### src/rtl/edc_pkg.sv
// Shared constants for the expanding-opcode decoder.
// Assumes four operand classes, indexed by operand count.
package edc_pkg;
    localparam int WORD_W  = 32;
    localparam int BYTE_W  = 8;
    localparam int MODE_W  = 3;
    localparam int REG_W   = 5;
    localparam int SLOTS   = 3;
    localparam int CLASSES = 4;
    localparam int CNT_W   = $clog2(CLASSES);

    // Prefix check per class: the masked word must equal the value.
    localparam logic [WORD_W-1:0] PFX_MASK [CLASSES] =
        '{32'hFFFF_FF00, 32'hFFFF_0000, 32'hFF00_0000, 32'h0000_0000};
    localparam logic [WORD_W-1:0] PFX_VAL [CLASSES] =
        '{32'h3FFF_FF00, 32'h7FFF_0000, 32'hBF00_0000, 32'h0000_0000};
    // Opcode range per class.
    localparam logic [BYTE_W-1:0] OPC_BASE [CLASSES] = '{8'h00, 8'h00, 8'h00, 8'hC0};
    localparam logic [BYTE_W-1:0] OPC_LAST [CLASSES] = '{8'h7F, 8'h95, 8'h7B, 8'hFB};
endpackage

### src/rtl/edc_class_decode.sv
// Combinational class and opcode decode.
// Assumes the opcode of class c sits in byte c, directly below its prefix bytes.
module edc_class_decode
    import edc_pkg::*;
(
    input  logic [WORD_W-1:0] word,
    output logic [CNT_W-1:0]  count,
    output logic [BYTE_W-1:0] index,
    output logic              illegal
);
    logic [BYTE_W-1:0] opc;
    logic              pfx_ok;
    logic              rng_ok;

    // Pick the class, its opcode byte, and check the prefix and range rules.
    always_comb begin
        count   = word[WORD_W-1 -: CNT_W];
        opc     = word[BYTE_W*count +: BYTE_W];
        pfx_ok  = (word & PFX_MASK[count]) == PFX_VAL[count];
        rng_ok  = (opc >= OPC_BASE[count]) && (opc <= OPC_LAST[count]);
        illegal = !(pfx_ok && rng_ok);
        index   = illegal ? '0 : opc - OPC_BASE[count];
    end
endmodule

### src/rtl/edc_operand_split.sv
// Splits operand bytes into mode/register slots.
// Slot i reads byte (count-1-i). Unused slots, and all slots of an illegal word, are zero.
module edc_operand_split
    import edc_pkg::*;
#(
    parameter int N_SLOTS = SLOTS
) (
    input  logic [WORD_W-1:0]         word,
    input  logic [CNT_W-1:0]          count,
    input  logic                      illegal,
    output logic [N_SLOTS*MODE_W-1:0] modes,
    output logic [N_SLOTS*REG_W-1:0]  regs
);
    for (genvar i = 0; i < N_SLOTS; i++) begin : g_slot
        logic [CNT_W-1:0]  src;
        logic [BYTE_W-1:0] opnd;
        // Select this slot's source byte, or zero it when the slot is unused.
        always_comb begin
            src  = count - CNT_W'(i + 1);
            opnd = (!illegal && (i < int'(count))) ? word[BYTE_W*src +: BYTE_W] : '0;
            modes[i*MODE_W +: MODE_W] = opnd[BYTE_W-1 -: MODE_W];
            regs[i*REG_W +: REG_W]    = opnd[REG_W-1:0];
        end
    end
endmodule

### src/rtl/expanding_opcode_decoder.sv
// Top level: registers the decode of one instruction word per in_valid.
// Assumes a synchronous active-low reset. Outputs hold between strobes.
module expanding_opcode_decoder
    import edc_pkg::*;
(
    input  logic                    clk,
    input  logic                    rst_n,
    input  logic                    in_valid,
    input  logic [31:0]             in_word,
    output logic                    out_valid,
    output logic [1:0]              out_count,
    output logic [7:0]              out_index,
    output logic [SLOTS*MODE_W-1:0] out_mode,
    output logic [SLOTS*REG_W-1:0]  out_reg,
    output logic                    out_illegal
);
    logic [CNT_W-1:0]          d_count;
    logic [BYTE_W-1:0]         d_index;
    logic                      d_illegal;
    logic [SLOTS*MODE_W-1:0]   d_mode;
    logic [SLOTS*REG_W-1:0]    d_reg;

    edc_class_decode u_class (
        .word(in_word), .count(d_count), .index(d_index), .illegal(d_illegal)
    );

    edc_operand_split #(.N_SLOTS(SLOTS)) u_split (
        .word(in_word), .count(d_count), .illegal(d_illegal),
        .modes(d_mode), .regs(d_reg)
    );

    // Output register stage, loaded on each strobe.
    always_ff @(posedge clk) begin
        if (!rst_n) begin
            out_valid   <= 1'b0;
            out_count   <= '0;
            out_index   <= '0;
            out_mode    <= '0;
            out_reg     <= '0;
            out_illegal <= 1'b0;
        end else begin
            out_valid <= in_valid;
            if (in_valid) begin
                out_count   <= d_count;
                out_index   <= d_index;
                out_mode    <= d_mode;
                out_reg     <= d_reg;
                out_illegal <= d_illegal;
            end
        end
    end

    // Output valid tracks the strobe with one clock of delay.
    assert_valid_rise_R10: assert property (@(posedge clk) disable iff (!rst_n)
        in_valid |=> out_valid);
    assert_valid_fall_R10: assert property (@(posedge clk) disable iff (!rst_n)
        !in_valid |=> !out_valid);
    // Data holds while no strobe arrives.
    assert_hold_R10: assert property (@(posedge clk) disable iff (!rst_n)
        !in_valid |=> $stable(out_index) && $stable(out_mode) && $stable(out_reg));
    // An illegal result carries no index and no operands.
    assert_illegal_zero_R9: assert property (@(posedge clk) disable iff (!rst_n)
        out_illegal |-> (out_index == '0) && (out_mode == '0) && (out_reg == '0));
    // The index never leaves its class range.
    assert_idx3_R2: assert property (@(posedge clk) disable iff (!rst_n)
        (out_count == 2'd3) |-> out_index <= 8'h3B);
    assert_idx2_R3: assert property (@(posedge clk) disable iff (!rst_n)
        (out_count == 2'd2) |-> out_index <= 8'h7B);
    assert_idx1_R4: assert property (@(posedge clk) disable iff (!rst_n)
        (out_count == 2'd1) |-> out_index <= 8'h95);
    assert_idx0_R5: assert property (@(posedge clk) disable iff (!rst_n)
        (out_count == 2'd0) |-> out_index <= 8'h7F);
    // Slots at or above the operand count are empty.
    for (genvar i = 0; i < SLOTS; i++) begin : g_chk
        assert_unused_slot_R8: assert property (@(posedge clk) disable iff (!rst_n)
            (int'(out_count) <= i) |->
            (out_mode[i*MODE_W +: MODE_W] == '0) && (out_reg[i*REG_W +: REG_W] == '0));
    end
endmodule

### config.mk
export PLATFORM = sky130hd
export DESIGN_NAME = expanding_opcode_decoder
export DESIGN_NICKNAME = d
export VERILOG_FILES = /design/src/rtl/edc_pkg.sv /design/src/rtl/edc_class_decode.sv /design/src/rtl/edc_operand_split.sv /design/src/rtl/expanding_opcode_decoder.sv
export SDC_FILE = /design/constraint.sdc
export NUM_CORES = 1
export LEC_CHECK = 0
export BUFFER_PORTS_ARGS = -buffer_cell sky130_fd_sc_hd__clkbuf_2
export CAP_MARGIN = 20
export CORE_ASPECT_RATIO = 0.9
export CORE_MARGIN = 5
export CORE_UTILIZATION = 44
export CTS_BUF_LIST = sky130_fd_sc_hd__clkbuf_2 sky130_fd_sc_hd__clkbuf_4 sky130_fd_sc_hd__clkbuf_8
export DETAILED_ROUTE_END_ITERATION = 10
export PLACE_DENSITY = 0.69
export SETUP_SLACK_MARGIN = 0.1
export SLEW_MARGIN = 5
export SYNTH_ARGS = -nofsm -noshare
export SYNTH_HDL_FRONTEND = slang
export SYNTH_SLANG_ARGS = --single-unit
### constraint.sdc
create_clock -name clk -period 4.33 [get_ports clk]
set_input_delay 1.0825 -clock clk [delete_from_list [all_inputs] [get_ports clk]]
set_output_delay 1.0825 -clock clk [all_outputs]
set_load 0.005 [all_outputs]
==> results of run 1 <==
==> cell type report <==
type	count	area, um2	area share [%]
multi-input cells	154	1640	55.1
flip-flops and latches	36	721	24.3
repair buffers	78	423	14.2
well taps	70	87.6	2.95
clock buffers	6	76.3	2.57
inverters	6	22.5	0.758
clock inverters	1	5.00	0.168
==> cells in the final DEF (no fill, tap or decap), types with 2 or more instances in the layout <==
| master | n |
|---|---|
| nand3_1 | 2 |
| o21ai_0 | 3 |
| and2_1 | 14 |
| mux4_2 | 26 |
| o22ai_1 | 3 |
| and3_1 | 7 |
| a21oi_1 | 3 |
| buf_4 | 7 |
| nand2_1 | 6 |
| ha_1 | 12 |
| clkbuf_2 | 70 |
| mux2_2 | 4 |
| nor2b_1 | 9 |
| a31oi_1 | 3 |
| dfxtp_1 | 36 |
| nor3_1 | 3 |
| mux2i_1 | 4 |
| clkbuf_8 | 5 |
| inv_1 | 6 |
| nor2_1 | 7 |
| nand4_1 | 5 |
| a32o_1 | 31 |
==> worst max-delay path: stages <==
cell,delay [ns]
clkbuf_2,0.33
mux2_2,0.38
o22ai_1,0.27
inv_1,0.11
ha_1,0.28
nand2_1,0.06
nor4_2,0.12
nand2_1,0.12
a21oi_4,0.45
buf_4,0.31
a32o_1,0.19
==> logic make-up after synthesis <==
logic type	synth area share, %
DFF	28.7
and+or+nand+nor	13.8
AOI/OAI and AO/OA	17.3
buffers and inverters	6.68
muxes	26.7
adders and majority gates	6.78
==> final timing paths <==
check,startpoint,endpoint,slack (ns),depth (start not counted)
worst max register to register,out_mode[4]$_SDFFE_PN0P_,out_mode[4]$_SDFFE_PN0P_,3.62,2
worst max-delay path,in_word[31],out_mode[6]$_SDFFE_PN0P_,0.84,11
worst min register to register,out_mode[1]$_SDFFE_PN0P_,out_mode[1]$_SDFFE_PN0P_,0.47,1
worst min-delay path,out_mode[1]$_SDFFE_PN0P_,out_mode[1]$_SDFFE_PN0P_,0.47,1
==> where the power goes <==
| part | internal, mW | switching [mW] |
|---|---|---|
| Combinational | 0.101 | 0.110 |
| Clock | 0.116 | 0.115 |
| Sequential | 0.335 | 0.00194 |
| Total | 0.551 | 0.227 |
==> metrics by stage <==
stage | setup WS [ns] | area (um2) | util, %
floorplan | 0.737 | 2510 | -
global placement | 0.593 | 2890 | 51.7
detailed placement | 0.532 | 2890 | 51.7
CTS | 0.821 | 2970 | 53.1
global route | 0.663 | 2970 | 53.1
finish | 0.842 | 2970 | 53.1
==> per-layer routing <==
| layer | GRT usage, % | routed length (um) |
|---|---|---|
| met1 | 26.7 | 2880 |
| met2 | 29.2 | 3050 |
| met3 | 3.71 | 445 |
| met4 | 4.91 | 86 |
| met5 | 0 | 0 |
==> results.md, run 1 <==
* All-Layer GR Usage at 18.8%
* Worst EP arrival at 3.71 ns
* Final Setup Violations at 0
* Maximum VDD drop at 123 uV
* Worst endpoint required time at 4.55 ns
* Overflow left after global routing at 0
* Area grow syn2layout at 18.3%
* Status: finished clean
* Startpoint types: input port
* Skew final at 0 ns
* Cell variety after synth at 35
* Die Width at 89.6 um
* Nets at 329
* Number of global-route vias before repair at 2003
* TNS Setup at 0 ns
* Global-route wire length before repair at 10.4 mm
* Largest net degree at the start of global routing at 33
* PD cells at 262 nW/um2
* Cell total after placement at 344
* Pre-antenna DRT Iters at 4
* Warnings, synthesis at 0
* CTS tree: done
* Syn avg cell area at 11.6 um2
* # hold bufs at CTS at 0
* Yosys top cell by area: dfxtp_1
* Routed WL at 6.46 mm
* Post-synth EDFFs at 0
* 1st-iter DRT viols at 181
* WL/cell at 18.4 um
* Most used DFF post-synth: dfxtp_1
* Die area at 7320 um2
* Clock transition at the registers of the reported paths at 0.06 ns
* H-tree depth at 2
* RePlAce Congestion at 0.924
* Rows at 26
* Relative slew slack at 66.7%
* Drt drc at 0
* Cts repair resizes at 0
* Cell Area, Synth at 2510 um2
* FF+latch count, synth at 36
* Core ar. at 5600 um2
* Fin crit share at 80.6%
* Postcts setup bufs at 0
* Fillers at 534
* Initial antenna violation count at 0
* N_diodes at 0
* CP max FO at 17
* Vias per inst at 6.10
* Max Cap Viol at 0
* Synthesized Nets at 265
* Vias post-DR at 2140
* IO buf count at 70
* WHS at 0.467 ns
* Worst hold path class: reg -> reg
* Clock buffer count from CTS at 5
* Synth top area share at 28.7%
* Layout cells sized above 1 at 43.1%
* Die H at 81.7 um
* Ports at 71
* Crit Path Category: in -> reg
* Dominant cells by area after synthesis: dfxtp_1, mux4_2, a32o_1
* Crit path time final at 3.49 ns
* Sequential area share after synthesis at 28.7%
* Final std cells w/o fill at 351
* Worst-margin pin slew at 0.500 ns
* Slew Limit Fails at 0
* Kind of end point of the critical path: flop
* RSZ-0062 raised after global routing: no
* Max reg flops at 15
* CTS Root Cell: clkbuf_8
* Clk sinks at 36
* Clk_lat worst skew at 0.28 ns
* Leakage power at 1.25 nW
* Initial Utilization at 44.9%
* Fin. Hold Viols at 0
* Pwr Total at 0.778 mW
* Ys async rst share at 0%
* Max Freq at 287 MHz
* Routed Antenna Nets at 0
* Synth top cells by count: dfxtp_1, a32o_1, mux4_2, and2_1, ha_1
* Clock tree buffer depth at 2
* Dominant cell by count in the synthesized netlist: dfxtp_1
* Post-synthesis cell count at 217
* DPL Wire Length at 5.04 mm
Power figures use the tool's default switching activity.
==> run 2: changes to the inputs <==
PLACE_DENSITY = 0.72   (was 0.69)
clock period = 2.95 ns   (was 4.33 ns; I/O delays follow)
==> run 2 against run 1 <==
Non-clock buffer count rose by 12. Wire length rose by 7.1%. Worst hold slack barely moved. Largest cell class unchanged.
==> results.md, run 2 (synthesized netlist as in run 1, its figures left out) <==
* Crit path time final at 2.67 ns
* Clock buffer count from CTS at 5
* Clk_lat worst skew at 0.29 ns
* Final Setup Violations at 0
* Max Freq at 374 MHz
* Fillers at 499
* DPL Wire Length at 5.43 mm
* Status: finished clean
* Ports at 71
* Pwr Total at 1.27 mW
* H-tree depth at 2
* Vias per inst at 6.03
* Clock transition at the registers of the reported paths at 0.08 ns
* Vias post-DR at 2195
* Max Cap Viol at 0
* Worst R2R Start: out_mode[4]$_SDFFE_PN0P_
* Worst endpoint required time at 3.18 ns
* Core ar. at 5600 um2
* Die area at 7320 um2
* Place WS at -0.0383 ns
* Worst hold path class: reg -> reg
* Area grow syn2layout at 25.9%
* Hold_sp: out_index[5]$_SDFFE_PN0P_
* Routed Antenna Nets at 0
* Fin crit share at 90.5%
* Initial Utilization at 44.9%
* Clock tree buffer depth at 2
* Leakage power at 1.33 nW
* WL/cell at 19.0 um
* All-Layer GR Usage at 19.5%
* PD cells at 403 nW/um2
* Commonest non-fill, non-tap cells in the layout: clkbuf_2, dfxtp_1, a32o_1, mux4_2, buf_4
* Relative slew slack at 67.2%
* Fin. Hold Viols at 0
* Skew final at 0 ns
* Nets at 341
* 1st-iter DRT viols at 162
* Crit Path Category: in -> reg
* Pre-antenna DRT Iters at 4
* Final core occ at 56.5%
* Max reg flops at 15
* Worst-margin pin slew at 0.490 ns
* Postcts setup bufs at 0
* Cell total after placement at 356
* RSZ-0062 raised after global routing: no
* Cts repair resizes at 0
* CTS Root Cell: clkbuf_8
* Slew Limit Fails at 0
* TNS Setup at 0 ns
* Overflow left after global routing at 0
* Kind of end point of the critical path: flop
* Most common cell after layout, fill and taps aside: clkbuf_2
* Largest net degree at the start of global routing at 34
* Die Width at 89.6 um
* Die H at 81.7 um
* CP max FO at 33
* Start point of the critical path: in_word[31]
* Worst EP arrival at 2.90 ns
* Initial antenna violation count at 0
* Final setup margin at 0.280 ns
* Number of global-route vias before repair at 2166
* Clk sinks at 36
* Global-route wire length before repair at 11.0 mm
* Startpoint types: input port
* Final std cells w/o fill at 364
* CTS tree: done
* Routed WL at 6.92 mm
* Drt drc at 0
* Layout cells sized above 1 at 47.3%
* Maximum VDD drop at 281 uV
* RePlAce Congestion at 0.856
* Rows at 26
* N_diodes at 0
* # hold bufs at CTS at 0
* IO buf count at 70
run 2: cell count changes in the layout (fill, tap and decap cells not counted), sizes merged:
| cell | change |
|---|---|
| buf | +13 |
| bufinv | +1 |
| clkbuf | -2 |
| clkinvlp | +1 |
run 2: worst paths after layout:
path	cells past startpoint	slack [ns]	endpoint
min	1	0.47	out_index[5]$_SDFFE_PN0P_
max reg2reg	2	2.22	out_mode[4]$_SDFFE_PN0P_
max	8	0.28	out_reg[2]$_SDFFE_PN0P_
min reg2reg	1	0.47	out_index[5]$_SDFFE_PN0P_
run 2: where the power goes:
group | internal [mW] | switching [mW] | total [mW]
registers | 0.492 | 0.00292 | 0.495
logic | 0.169 | 0.176 | 0.344
clock network | 0.250 | 0.185 | 0.435
run 2: metrics by stage:
step,cell area (um2),hold WS (ns)
after floorplan,2610,0.466
after global placement,3050,0.450
after detailed placement,3050,0.455
after CTS,3160,0.472
after global routing,3160,0.491
final,3160,0.467
run 2: metal layers:
metal	global-route usage, %	wire length (um)	up-vias
met5	0	0	-
met4	7.59	106	0
met3	3.91	496	10
met2	30.2	3380	81
met1	26.5	2930	1076
li1	-	-	1028
run 2: layout make-up:
cell class	count	area (um2)	share of cell area [%]
clock buffers	5	68.8	2.18
clock inverters	3	42.5	1.35
inverters	6	22.5	0.712
well taps	70	87.6	2.77
flip-flops and latches	36	721	22.8
repair buffers	90	526	16.6
multi-input cells	154	1690	53.6
run 2: critical path, cell delays in order:
cell     delay, ns
buf_2         0.22
mux4_2        0.58
ha_1          0.34
a21oi_1       0.19
a21oi_2       0.10
o32ai_4       0.31
buf_12        0.23
a32o_1        0.19
==> run 3: changes to the inputs <==
CORE_MARGIN = 2   (was 5)
==> run 3 against run 2 <==
Non-clock buffer count fell by 1. Maximum frequency fell by 1.6%. Critical endpoint is now out_index[7]$_SDFFE_PN0P_. Critical path type unchanged. Sequential share of layout area fell by 0.21 points. Register-to-register slack barely moved. Critical path depth rose by 4. Global-route usage rose by 2.0 points. Clock skew did not move. Flip-flop and latch count did not move. Cell area rose by 0.95%. Clock power rose by 9.0%. Utilization rose by 0.54 points. Cell count fell by 0.27%.
==> results.md, run 3 (synthesized netlist as in run 1, its figures left out) <==
* Max Cap Viol at 0
* Vias post-DR at 2236
* Most common cell after layout, fill and taps aside: clkbuf_2
* # hold bufs at CTS at 0
* Clk sinks at 36
* Clk_lat worst skew at 0.29 ns
* CTS tree: done
* Largest net degree at the start of global routing at 34
* Kind of end point of the critical path: flop
* PD cells at 412 nW/um2
* Postcts setup bufs at 0
* Vias per inst at 6.16
* Final setup margin at 0.236 ns
* Die H at 75.7 um
* WHS at 0.470 ns
* WL/cell at 18.6 um
* Start point of the critical path: in_word[31]
* DPL Wire Length at 5.21 mm
* CTS Root Cell: clkbuf_8
* Pwr Total at 1.32 mW
* Slew Limit Fails at 0
* Clock buffer count from CTS at 5
* Buf/Inv on CP at 4
* Status: finished clean
* Maximum VDD drop at 185 uV
* Drt drc at 0
* Finished Cell Area at 3190 um2
* Global-route wire length before repair at 10.6 mm
* Startpoint types: input port
* Metal1 wirelength at 2.82 mm
* Die area at 6330 um2
* Overflow left after global routing at 0
* Routed WL at 6.77 mm
* Core ar. at 5600 um2
* Final Setup Violations at 0
* Crit path max-delay family: buffers and inverters
* RSZ-0062 raised after global routing: no
* Ports at 71
* CP max FO at 12
* CP Cell Sequence: clkbuf_4 -> buf_4 -> mux2_4 -> o22ai_4 -> inv_2 -> ha_1 -> nand2_1 -> nor4_2 -> nand2_1 -> a21oi_4 -> buf_4 -> a32o_1
* Max reg flops at 15
* Die Width at 83.6 um
* N_diodes at 0
* Crit-path max cell delay at 0.30 ns
* Initial antenna violation count at 0
* Met2 wire len at 3.35 mm
* Slowest CP cell: mux2_4
* Worst R2R Start: out_mode[4]$_SDFFE_PN0P_
* Skew final at 0 ns
* All-Layer GR Usage at 21.5%
* Crit Path Category: in -> reg
* Fin. Hold Viols at 0
* Layout cells sized above 1 at 47.1%
* 1st-iter DRT viols at 195
* Area grow syn2layout at 27.1%
* RePlAce Congestion at 0.881
* IO buf count at 70
* Hold_sp: out_mode[8]$_SDFFE_PN0P_
* Rows at 26
* Worst hold path class: reg -> reg
* Commonest non-fill, non-tap cells in the layout: clkbuf_2, dfxtp_1, a32o_1, mux4_2, buf_4
* Routed Antenna Nets at 0
* Top sig layer: met4
* Crit path time final at 2.71 ns
* TNS Setup at 0 ns
* Placed Area at 3060 um2
* Clock tree buffer depth at 2
* Nets at 340
* Number of global-route vias before repair at 2067
* Leakage power at 1.34 nW
* Clock transition at the registers of the reported paths at 0.07 ns
* H-tree depth at 2
* Metal3 WL at 445 um
* Max Freq at 368 MHz
* Fin crit share at 92.0%
* Pre-antenna DRT Iters at 4
* Worst EP arrival at 2.94 ns
* Worst-margin pin slew at 0.568 ns
* Worst endpoint required time at 3.18 ns
* Relative slew slack at 62.0%
* Initial Utilization at 44.9%
* Place WS at -0.0879 ns
-- run 3: worst paths after layout --
check	to	slack, ns	cells past startpoint
setup / recovery	out_index[7]$_SDFFE_PN0P_	0.24	12
hold / removal	out_mode[8]$_SDFFE_PN0P_	0.47	1
setup reg to reg	out_mode[4]$_SDFFE_PN0P_	2.23	2
hold reg to reg	out_mode[8]$_SDFFE_PN0P_	0.47	1
-- run 3: what timing repair did --
action,CTS,global route
endpoints found under the hold margin,0,0
gates resized for setup,0,2
setup endpoints to repair,0,9
-- run 3: final cells by class --
type                            count  area, um2
Fill cell                         505       2400
Clock buffer                        7       96.3
Timing Repair Buffer               89        541
Sequential cell                    36        721
Tap cell                           70       87.6
Clock inverter                      1       30.0
Multi-Input combinational cell    154       1690
Inverter                            6       22.5
-- run 3: report_power, final --
| group | leakage, nW | switching [mW] | internal [mW] |
|---|---|---|---|
| combinational | 0.983 | 0.176 | 0.171 |
| sequential | 0.291 | 0.00293 | 0.492 |
| clock | 0.0645 | 0.176 | 0.298 |
-- run 3: per-stage QoR --
step,cells,util (%)
2_1_floorplan,217,-
3_3_place_gp,354,54.2
3_5_place_dp,355,54.7
4_1_cts,363,57.0
5_1_grt,363,57.0
6_report,363,57.0
-- run 3: routing by layer --
layer,track usage (%),vias to the layer above
li1,-,1029
met1,29.0,1106
met2,35.1,87
met3,4.33,14
met4,7.53,0
met5,0,-
